`src/rtl/tdse_pkg.sv`:
```
package tdse_pkg;
  typedef enum logic [1:0] {
    SPK_ZERO = 2'b00,
    SPK_POS  = 2'b01,
    SPK_NEG  = 2'b11
  } spike_t;
endpackage

```
`src/rtl/tdse_thresh.sv`:
```
// Converts a signed exponent into a one-hot threshold magnitude in LSBs.
module tdse_thresh #(
  parameter int W    = 16,
  parameter int SW   = 5,
  parameter int FRAC = 8
) (
  input  logic signed [SW-1:0] shift_exp,
  output logic        [W:0]    thr_mag
);
  localparam int EMAX = W - 2;
  localparam int EW   = $clog2(W);

  logic [EW-1:0] e_clamped;

  always_comb begin
    int e;
    e = int'(shift_exp) + FRAC;
    if (e < 0)         e_clamped = '0;
    else if (e > EMAX) e_clamped = EW'(EMAX);
    else               e_clamped = EW'(e);
    thr_mag = (W+1)'(1) << e_clamped;
  end
endmodule

```
`src/rtl/tdse_decide.sv`:
```
// Compare, rectify and compute the next actual value for one step.
module tdse_decide
  import tdse_pkg::*;
#(
  parameter int W = 16
) (
  input  logic signed [W-1:0] target,
  input  logic signed [W-1:0] actual,
  input  logic        [W:0]   thr_mag,
  input  logic                rectify,
  output spike_t              spike,
  output logic signed [W-1:0] next_actual
);
  localparam int GW = W + 2;
  localparam logic signed [GW-1:0] VMAX = GW'((2 ** (W-1)) - 1);
  localparam logic signed [GW-1:0] VMIN = -GW'(2 ** (W-1));

  logic signed [GW-1:0] tgt_x, act_x, thr_x, gap, neg_gap, sum_up, sum_dn, moved;
  logic go_up, go_dn;

  assign tgt_x   = GW'(target);
  assign act_x   = GW'(actual);
  assign thr_x   = $signed({1'b0, thr_mag});
  assign gap     = tgt_x - act_x;
  assign neg_gap = act_x - tgt_x;
  assign sum_up  = act_x + thr_x;
  assign sum_dn  = act_x - thr_x;

  always_comb begin
    go_up = (gap > thr_x)     && !(rectify && sum_up <= 0);
    go_dn = (neg_gap > thr_x) && !(rectify && sum_dn <= 0);
    if (go_up)      begin spike = SPK_POS;  moved = sum_up; end
    else if (go_dn) begin spike = SPK_NEG;  moved = sum_dn; end
    else            begin spike = SPK_ZERO; moved = act_x;  end
    if (moved > VMAX)      next_actual = VMAX[W-1:0];
    else if (moved < VMIN) next_actual = VMIN[W-1:0];
    else                   next_actual = moved[W-1:0];
  end
endmodule

```
`src/rtl/tdse_encoder.sv`:
```
module tdse_encoder
  import tdse_pkg::*;
#(
  parameter int W    = 16,
  parameter int SW   = 5,
  parameter int FRAC = 8
) (
  input  logic                clk,
  input  logic                rst_n,
  input  logic                cfg_rectify,
  input  logic                load_en,
  input  logic [W-1:0]        load_value,
  input  logic                in_valid,
  output logic                in_ready,
  input  logic [W-1:0]        in_target,
  input  logic [SW-1:0]       in_shift,
  output logic                out_valid,
  input  logic                out_ready,
  output logic [1:0]          out_spike,
  output logic [W-1:0]        actual_value
);
  logic        [W:0]   thr_mag;
  spike_t              spike_c;
  logic signed [W-1:0] next_c;
  logic signed [W-1:0] actual_q;
  spike_t              spike_q;
  logic                accept;

  tdse_thresh #(.W(W), .SW(SW), .FRAC(FRAC)) u_thr (
    .shift_exp (signed'(in_shift)),
    .thr_mag   (thr_mag)
  );

  tdse_decide #(.W(W)) u_dec (
    .target      (signed'(in_target)),
    .actual      (actual_q),
    .thr_mag     (thr_mag),
    .rectify     (cfg_rectify),
    .spike       (spike_c),
    .next_actual (next_c)
  );

  assign in_ready = (!out_valid || out_ready) && !load_en;
  assign accept   = in_valid && in_ready;

  always_ff @(posedge clk) begin
    if (!rst_n) begin
      actual_q  <= '0;
      spike_q   <= SPK_ZERO;
      out_valid <= 1'b0;
    end else begin
      if (load_en) begin
        actual_q <= signed'(load_value);
      end else if (accept) begin
        actual_q <= next_c;
      end
      if (accept) begin
        spike_q   <= spike_c;
        out_valid <= 1'b1;
      end else if (out_ready) begin
        out_valid <= 1'b0;
      end
    end
  end

  assign out_spike    = spike_q;
  assign actual_value = actual_q;

  // direction of the actual-value move matches the spike code
  a_r2_r3_r4_move_matches: assert property (@(posedge clk) disable iff (!rst_n)
    accept |=> ((out_spike != 2'b01 || actual_q >  $past(actual_q)) &&
                (out_spike != 2'b11 || actual_q <  $past(actual_q)) &&
                (out_spike != 2'b00 || actual_q == $past(actual_q))));

  a_r6_stays_positive: assert property (@(posedge clk) disable iff (!rst_n)
    (accept && cfg_rectify && actual_q > 0) |=> actual_q > 0);

  a_r7_load_no_beat: assert property (@(posedge clk) disable iff (!rst_n)
    (load_en && !(out_valid && !out_ready)) |=> !out_valid);

  a_r8_hold_spike: assert property (@(posedge clk) disable iff (!rst_n)
    (out_valid && !out_ready) |=> (out_valid && $stable(out_spike)));

  a_r9_legal_code: assert property (@(posedge clk) disable iff (!rst_n)
    out_valid |-> out_spike != 2'b10);
endmodule

```
`config.mk`:
```
export PLATFORM = sky130hd
export DESIGN_NAME = tdse_encoder
export DESIGN_NICKNAME = d
export VERILOG_FILES = /design/src/rtl/tdse_pkg.sv /design/src/rtl/tdse_thresh.sv /design/src/rtl/tdse_decide.sv /design/src/rtl/tdse_encoder.sv
export SDC_FILE = /design/constraint.sdc
export NUM_CORES = 1
export LEC_CHECK = 0
export CORE_MARGIN = 2
export CORE_UTILIZATION = 45
export DETAILED_ROUTE_END_ITERATION = 8
export PLACE_DENSITY_LB_ADDON = 0.1
export RECOVER_POWER = 50
export SETUP_SLACK_MARGIN = 0.4
export SKIP_LAST_GASP = 1
export SYNTH_ARGS = -nofsm -noshare
export SYNTH_HDL_FRONTEND = slang
export SYNTH_SLANG_ARGS = --single-unit
```
`constraint.sdc`:
```
create_clock -name clk -period 7.2 [get_ports clk]
set_clock_uncertainty 0.1 [all_clocks]
set_input_delay 1.44 -clock clk [delete_from_list [all_inputs] [get_ports clk]]
set_output_delay 1.44 -clock clk [all_outputs]
set_load 0.01 [all_outputs]
```
==> run_results.csv <==
group,metric,value,unit
worst_setup_path,crit_required,7250,ps
grt,grt_start_max_net_pins,28,
worst_setup_path,worstSetupPathType,"in2reg",
logic_synthesis,syn_area,6030,um2
timing,grt_setup_unrepaired,"no",
timing,fin_crit_sh,0.908,
timing,fin_setup_tns,0,ps
floorplanning,dieWidth,120,um
clock_network,clock_path_buffers,2,
layout,final_cell_area,6960,um2
route,drc,0,
floorplanning,ioPinCount,63,
logic_synthesis,yosys.area.top_type,"ha_1",
floorplanning,die_y,120,um
route,routed_via_density,6.22,
timing,drv_slew,0,
clock_network,cts_root_buf,"clkbuf_16",
grt,track_usage,0.290,
timing,hold_ws,361,ps
clock_network,h-tree-depth,1,
timing,hold_viol,0,
place,place_congestion,0.923,
logic_synthesis,syn_avg_cell_area,6.98,um2
logic_synthesis,synth_ff_type,"dfxtp_1",
power,p_leak,3.11,nW
logic_synthesis,ys_async_sr_fraction,0,
floorplanning,start_util,0.459,
route,drt-pass1-iter-count,6,
grt,antenna_found_initial,0,
logic_synthesis,synthCells,864,
clock_network,postCtsSetupBuffers,0,
grt,grt_pass1_wl,33200,um
clock_network,cts_tree,"yes",
layout,drive_gt1_frac,0.0472,
timing,fmax,153,MHz
min_path,hold_path.class,"reg2reg",
route,drt-initial-drc-count,680,
floorplanning,die_area,14300,um2
layout,final_nets,1057,
power,p_per_area,405,nW/um2
floorplanning,rows,42,
clock_network,path_clk_slew,60,ps
grt,overflow,0,
logic_synthesis,synth_common_cells,"ha_1 (98), a21oi_1 (89), nand2_1 (84)",
place,portBuffers,62,
timing,setup_viol,0,
logic_synthesis,yosys-top-cells-area,"ha_1 (20%), a21oi_1 (7.4%), dfxtp_1 (6.3%)",
place,dp.cells,1083,
worst_setup_path,crit_arrival,6590,ps
timing,slew_headroom,0.132,
power,peakVddDrop,0.158,mV
place,placed_area,6840,um2
logic_synthesis,synth-seq-cells,19,
logic_synthesis,yosys.area.top_type_share,0.203,
worst_setup_path,endpoint_kind,"register",
logic_synthesis,synth_seq_area_share,0.0631,
clock_network,hold_buffers,0,
worst_setup_path,critPathMaxFanout,16,
floorplanning,coreArea,13100,um2
job,cap_violations,0,
route,drt_wl_total,21300,um
grt,grt_pass1_vias,6356,
logic_synthesis,yosysUniqueCellTypes,77,
clock_network,clock-sinks,19,
logic_synthesis,synth_most_common_cell,"ha_1",
clock_network,numCtsBuffers,3,
layout,instances_no_fill,1087,
logic_synthesis,yosys_warnings,0,
layout,n_antenna_cell,0,
route,antenna_left,0,
worst_setup_path,start_kind,"primary input",
place,dp_hpwl,17600,um
power,p_total,2.82,mW
clock_network,clk_latency,260,ps
layout,syn2layout_area_growth,15.4,%
route,vias,6758,
layout,fill_cells,1330,
run_status,outcome,"complete, no violations",
logic_synthesis,synth_edf_count,0,
timing,tightestPinTransition,1300,ps
timing,min_period,6540,ps
route,wl_per_cell,19.6,um
-- critical path, cell delays in order --
cell and delay [ps]:
clkdlybuf4s50_1 590, inv_1 80, ha_1 370, nor2_1 90
a21oi_2 240, nand3_1 100, or3_1 480, inv_1 110
ha_1 240, a211oi_2 320, o21ai_2 130, or4_4 490
a31o_1 220, or4_4 440, nor4_4 310, a21o_4 280
a221oi_2 70, buf_4 200, a22o_1 190, a31o_1 190
-- flip-flops by register name, summed over array words and instances, names as in the netlist --
register	count
out_spike	2
actual_value	16
out_valid	1
-- final cells by class --
type / instances / area, um2 / area share
flip-flops and latches: 19 / 380 / 0.0547
clock inverters: 1 / 5.00 / 0.000719
inverters: 77 / 289 / 0.0415
multi-input cells: 734 / 5260 / 0.756
well taps: 176 / 220 / 0.0316
clock buffers: 3 / 75.1 / 0.0108
repair buffers: 77 / 729 / 0.105
-- report_power, final --
| part | internal [mW] | switching, mW | total, mW |
|---|---|---|---|
| clock network | 0.0747 | 0.0457 | 0.120 |
| registers | 0.140 | 0.0949 | 0.235 |
| logic | 1.01 | 1.46 | 2.46 |
| total | 1.22 | 1.60 | 2.82 |
-- per-layer routing --
layer | part of all wire | vias up | global-route usage
met5 | 0 | - | 0
met3 | 0.056 | 50 | 0.0242
met1 | 0.45 | 3167 | 0.389
li1 | - | 3274 | -
met2 | 0.47 | 267 | 0.496
met4 | 0.030 | 0 | 0.0853
-- metrics by stage --
stage,setup slack (ps),utilization
after floorplan,1430,-
after CTS,515,0.527
after global placement,379,0.521
final,661,0.530
after global routing,408,0.530
after detailed placement,263,0.521
-- worst paths after layout --
path | endpoint | cells past startpoint | slack (ps) | startpoint
worst max-delay path | actual_value[7] | 20 | 660 | in_shift[3]
worst min-delay path | out_spike[1] | 2 | 360 | out_spike[1]
worst max register to register | actual_value[2] | 19 | 2020 | actual_value[1]
worst min register to register | out_spike[1] | 2 | 360 | out_spike[1]
-- cell usage in the layout, fill, tap and decap left out, types with 24 or more instances in the layout --
| cell type | count |
|---|---|
| nand2_1 | 84 |
| clkdlybuf4s50_1 | 44 |
| a21o_1 | 27 |
| xnor2_1 | 32 |
| nand3_1 | 24 |
| o21ai_0 | 35 |
| ha_1 | 98 |
| nor2_1 | 61 |
| a21oi_1 | 88 |
| inv_1 | 76 |
-- what timing repair did --
item,4_1_cts,5_1_grt
endpoints found under the hold margin,0,0
gates resized for setup,0,7
setup endpoints to repair,0,17
-- kinds of logic (layout without fill, tap and decap cells) --
logic type	count (synthesis)	after routing	synth area share
AND/OR/NAND/NOR	276	276	0.229
flip-flops	19	19	0.0631
XOR/XNOR	47	47	0.0683
AO/OA/AOI/OAI	301	301	0.345
adder cells (fa/ha/maj)	102	102	0.217
multiplexers	2	2	0.00332
buffers and inverters	115	158	0.0737
other	2	6	0.00125
Power figures use the tool's default switching activity.
